==> src/rtl/prex_pkg.sv <==
package prex_pkg;
  localparam int NST    = 5;   // fetch, decode, execute, memory, writeback
  localparam int NCAUSE = 8;
  localparam int CW     = 4;

  typedef logic [NCAUSE-1:0] exc_vec_t;
  typedef logic [CW-1:0]     cause_t;

  // bit i of the vector carries cause code i+1; lower bits belong to earlier stages
  function automatic cause_t first_cause(input exc_vec_t v);
    cause_t c;
    logic   hit;
    c   = '0;
    hit = 1'b0;
    for (int i = 0; i < NCAUSE; i++) begin
      if (v[i] && !hit) begin
        c   = cause_t'(i + 1);
        hit = 1'b1;
      end
    end
    return c;
  endfunction
endpackage

==> src/rtl/prex_slot.sv <==
module prex_slot
  import prex_pkg::*;
#(
  parameter int PC_W = 32
) (
  input  logic            clk,
  input  logic            rst_n,
  input  logic            flush,
  input  logic            in_vld,
  input  logic [PC_W-1:0] in_pc,
  input  exc_vec_t        in_st,
  input  exc_vec_t        raise,
  output logic            vld,
  output logic [PC_W-1:0] pc,
  output exc_vec_t        st_fwd
);
  exc_vec_t st_q;

  always_ff @(posedge clk) begin
    if (!rst_n) begin
      vld  <= 1'b0;
      pc   <= '0;
      st_q <= '0;
    end else begin
      vld  <= in_vld && !flush;
      pc   <= in_pc;
      st_q <= in_st;
    end
  end

  // merge this stage's own causes only when an instruction is present
  assign st_fwd = st_q | (vld ? raise : '0);
endmodule

==> src/rtl/prex_commit.sv <==
module prex_commit
  import prex_pkg::*;
#(
  parameter int PC_W = 32
) (
  input  logic            wb_vld,
  input  logic [PC_W-1:0] wb_pc,
  input  exc_vec_t        wb_st,
  output logic            commit_valid,
  output logic [PC_W-1:0] commit_pc,
  output logic            exc_valid,
  output logic [PC_W-1:0] exc_pc,
  output cause_t          exc_cause,
  output logic            flush
);
  logic faulty;

  assign faulty       = wb_vld && (wb_st != '0);
  assign commit_valid = wb_vld && !faulty;
  assign commit_pc    = wb_pc;
  assign exc_valid    = faulty;
  assign exc_pc       = wb_pc;
  assign exc_cause    = faulty ? first_cause(wb_st) : '0;
  assign flush        = faulty;
endmodule

==> src/rtl/prex_tracker.sv <==
module prex_tracker
  import prex_pkg::*;
#(
  parameter int PC_W = 32
) (
  input  logic            clk,
  input  logic            rst_n,
  input  logic            issue_valid,
  input  logic [PC_W-1:0] issue_pc,
  input  logic [2:0]      if_fault,
  input  logic            id_illegal,
  input  logic            ex_arith,
  input  logic [2:0]      mem_fault,
  output logic            commit_valid,
  output logic [PC_W-1:0] commit_pc,
  output logic            exc_valid,
  output logic [PC_W-1:0] exc_pc,
  output logic [3:0]      exc_cause
);
  localparam int WB = NST - 1;

  exc_vec_t        raise_a [NST];
  logic            vld_a   [NST];
  logic [PC_W-1:0] pc_a    [NST];
  exc_vec_t        fwd_a   [NST];
  logic            flush;

  assign raise_a[0] = {5'b0, if_fault};
  assign raise_a[1] = {4'b0, id_illegal, 3'b0};
  assign raise_a[2] = {3'b0, ex_arith, 4'b0};
  assign raise_a[3] = {mem_fault, 5'b0};
  assign raise_a[4] = '0;

  for (genvar k = 0; k < NST; k++) begin : g_slot
    logic            src_vld;
    logic [PC_W-1:0] src_pc;
    exc_vec_t        src_st;
    if (k == 0) begin : g_head
      assign src_vld = issue_valid;
      assign src_pc  = issue_pc;
      assign src_st  = '0;
    end else begin : g_link
      assign src_vld = vld_a[k-1];
      assign src_pc  = pc_a[k-1];
      assign src_st  = fwd_a[k-1];
    end
    prex_slot #(.PC_W(PC_W)) u_slot (
      .clk    (clk),
      .rst_n  (rst_n),
      .flush  (flush),
      .in_vld (src_vld),
      .in_pc  (src_pc),
      .in_st  (src_st),
      .raise  (raise_a[k]),
      .vld    (vld_a[k]),
      .pc     (pc_a[k]),
      .st_fwd (fwd_a[k])
    );
  end

  prex_commit #(.PC_W(PC_W)) u_commit (
    .wb_vld       (vld_a[WB]),
    .wb_pc        (pc_a[WB]),
    .wb_st        (fwd_a[WB]),
    .commit_valid (commit_valid),
    .commit_pc    (commit_pc),
    .exc_valid    (exc_valid),
    .exc_pc       (exc_pc),
    .exc_cause    (exc_cause),
    .flush        (flush)
  );
endmodule

==> config.mk <==
export PLATFORM = sky130hd
export DESIGN_NAME = prex_tracker
export DESIGN_NICKNAME = d
export VERILOG_FILES = /design/src/rtl/prex_pkg.sv /design/src/rtl/prex_slot.sv /design/src/rtl/prex_commit.sv /design/src/rtl/prex_tracker.sv
export SDC_FILE = /design/constraint.sdc
export NUM_CORES = 1
export LEC_CHECK = 0
export ABC_AREA = 1
export BUFFER_PORTS_ARGS = -buffer_cell sky130_fd_sc_hd__clkbuf_2
export CAP_MARGIN = 25
export CORE_MARGIN = 3
export CORE_UTILIZATION = 35
export CTS_BUF_LIST = sky130_fd_sc_hd__clkbuf_2 sky130_fd_sc_hd__clkbuf_4 sky130_fd_sc_hd__clkbuf_8
export DETAILED_ROUTE_END_ITERATION = 8
export PLACE_DENSITY = 0.6
export SLEW_MARGIN = 20
export SYNTH_ARGS = -nofsm -noshare
export SYNTH_HDL_FRONTEND = slang
export SYNTH_SLANG_ARGS = --single-unit
==> constraint.sdc <==
create_clock -name clk -period 1.3 [get_ports clk]
set_input_delay 0.26 -clock clk [delete_from_list [all_inputs] [get_ports clk]]
set_output_delay 0.26 -clock clk [all_outputs]
set_load 0.02 [all_outputs]
==> out/results.txt <==
status -> complete, but fails checks
failing checks -> setup timing
Async SR Flop Fraction -> 0
RSZ-0062 raised after global routing -> true
Worst setup SP type -> register
Finished Cell Area -> 7170 um^2
Rows -> 45
TritonCTS Buffers -> 17
depth of the CTS H-tree -> 4
Post-Syn Instances -> 649
Root Driver -> clkbuf_8
largest fanout on the critical path -> 3
remaining routing DRC violations -> 0
die area -> 17700 um^2
critical path class -> reg -> out
worst endpoint required time -> 1040 ps
hpwl dp -> 5.07 mm
die span in x -> 133 um
Synth warnings -> 0
1st-pass router iterations -> 4
Power Dens Cells -> 1480 nW/um^2
fmax -> 578 MHz
Area Growth Syn to Fin -> 26.6%
placed inst area -> 6190 um^2
antenna violations before repair -> 0
Setup violations, final -> 6
Synth top area share -> 0.654
Post-synth EDFFs -> 0
register area share after synthesis -> 0.654
Finished Layout Cells -> 999
Seq cells post-synth -> 185
post-CTS setup buffer count -> 0
worst vdd ir -> 683 uV
vias per cell -> 3.59
Final period util -> 1.33
largest net degree at the start of global routing -> 54
IO Port Bufs -> 112
FF-to-FF setup slack -> 290 ps
# fillers -> 1487
share of cells above drive strength 1 -> 0.225
Hold Violations, Final -> 0
max cap viols -> 0
top cells by count, synth -> inv_1 (190), dfxtp_1 (185), nand2_1 (185)
Post-Route Skew -> 6.72 ps
Post-DRT Antenna Nets -> 0
Synth area leaders -> dfxtp_1 (65%), inv_1 (13%), nand2_1 (12%), buf_4 (6.2%), nor2_1 (1.5%)
sequential power share -> 0.551
setup ws final -> -429 ps
number of global-route vias before repair -> 3085
Iter 0 DRT Violations -> 174
ys flop type -> dfxtp_1
routed wire length per instance -> 8.25 um
first-pass GRT wire length -> 13.7 mm
clock share of power -> 0.406
gp weighted congestion -> 0.767
CTS tree -> built
Int Pwr -> 0.00840 W
Slew headroom -> 0.802
Hold WC Path Type -> in -> reg
clock buffer depth -> 2
# IOs -> 113
Worst EP arrival -> 1470 ps
nets -> 818
ANT cells -> 0
Pins Over Slew Limit -> 0
Die Span Y -> 133 um
Slew @ Worst Pin -> 297 ps
Syn Area/Cell -> 8.72 um^2
Initial Util -> 0.365
leading cell type by number of instances after synthesis -> inv_1
syn_nets -> 692
Sink Count -> 185
Clock transition at path regs -> 90 ps
Net Switching -> 0.00222 W
largest area contributor in the netlist -> dfxtp_1
Comb power frac -> 0.043
via count -> 3584
synth unique cells -> 12
core box area -> 15500 um^2
dpl cells -> 926
worst-skew pair later-pin latency -> 450 ps
Congestion Overflow GR -> 0
Leakage Power -> 4.44 nW
switch share -> 0.209
GRT Total Usage -> 0.0978
Mapped Area -> 5660 um^2
Worst Setup End Kind -> output port
post-layout min period -> 1730 ps
WL final -> 8.24 mm
registers in the layout, indices dropped and copies added (netlist names):
name,cells
g_slot.u_slot.pc,160
g_slot.u_slot.st_q,20
g_slot.u_slot.vld,5
logic make-up (layout without fill, tap and decap cells):
logic type / after synthesis / after routing / synth area share
buffers and inverters: 242 / 381 / 0.193
AOI/OAI and AO/OA: 2 / 2 / 0.00243
DFF: 185 / 185 / 0.654
and+or+nand+nor: 220 / 220 / 0.150
worst paths after layout:
check | start | cells past startpoint | end
worst max-delay path | g_slot[4].u_slot.st_q[5] | 6 | exc_cause[3]
worst min-delay path | rst_n | 3 | g_slot[0].u_slot.pc[30]
worst max register to register | g_slot[4].u_slot.st_q[2] | 5 | g_slot[3].u_slot.vld
worst min register to register | g_slot[3].u_slot.st_q[4] | 2 | g_slot[4].u_slot.st_q[4]
cell usage in the layout, fill, tap and decap left out, drive strengths merged:
master and instances:
dfxtp 185, nor2 26, clkinvlp 2, inv 192, o21ai 1, nor3 2, buf 22, nand3 4
bufinv 5, nand2 188, clkbuf 115, clkinv 4, a21oi 1, dlygate4sd3 41
layer usage:
layer  routed length, um  share of wire  GRT usage  vias to the layer above
met3                 512          0.062     0.0397                       17
met4                 210          0.025     0.0594                        0
met2                3780           0.46      0.155                       86
met1                3740           0.45      0.110                     1501
met5                   0              0          0                        -
li1                    -              -          -                     1980
per-stage QoR:
step                 util  power [W]  hold slack (ps)  worst slack [ps]  setup TNS, ps
finish              0.463     0.0106              186              -429          -2340
global route        0.463     0.0111              166              -552          -3020
CTS                 0.461     0.0108              145              -460          -2630
detailed placement  0.400    0.00635              395              5.80              0
global placement    0.400    0.00634              392              8.61              0
floorplan               -    0.00624              358              18.8              0
power by group through the flow:
stage | registers [W] | clock network, W | logic (W)
2_1_floorplan | 0.00600 | 0 | 0.000239
3_3_place_gp | 0.00599 | 0 | 0.000354
3_5_place_dp | 0.00599 | 0 | 0.000357
4_1_cts | 0.00586 | 0.00449 | 0.000462
5_1_grt | 0.00587 | 0.00473 | 0.000520
6_report | 0.00586 | 0.00431 | 0.000454
layout make-up:
class,count,area (um^2),area share
Clock buffer,19,249,0.0347
Clock inverter,13,216,0.0302
Multi-Input combinational cell,222,907,0.127
Tap cell,211,264,0.0368
Inverter,190,713,0.0995
Timing Repair Buffer,159,1100,0.153
Sequential cell,185,3720,0.519
critical path, stage by stage (launching register included):
cell and delay [ps]:
dfxtp_2 340, nor2_4 140, nand2_2 90, nor2_2 120, nand3_1 80, nor2_1 100, buf_4 150
what timing repair did:
item / CTS / global route
resized for setup: 31 / 24
setup endpoints to repair: 9 / 20
pin swaps: 8 / 1
endpoints found under the hold margin: 41 / 0
hold buffers: 41 / 0
(Power assumes the default switching activity.)
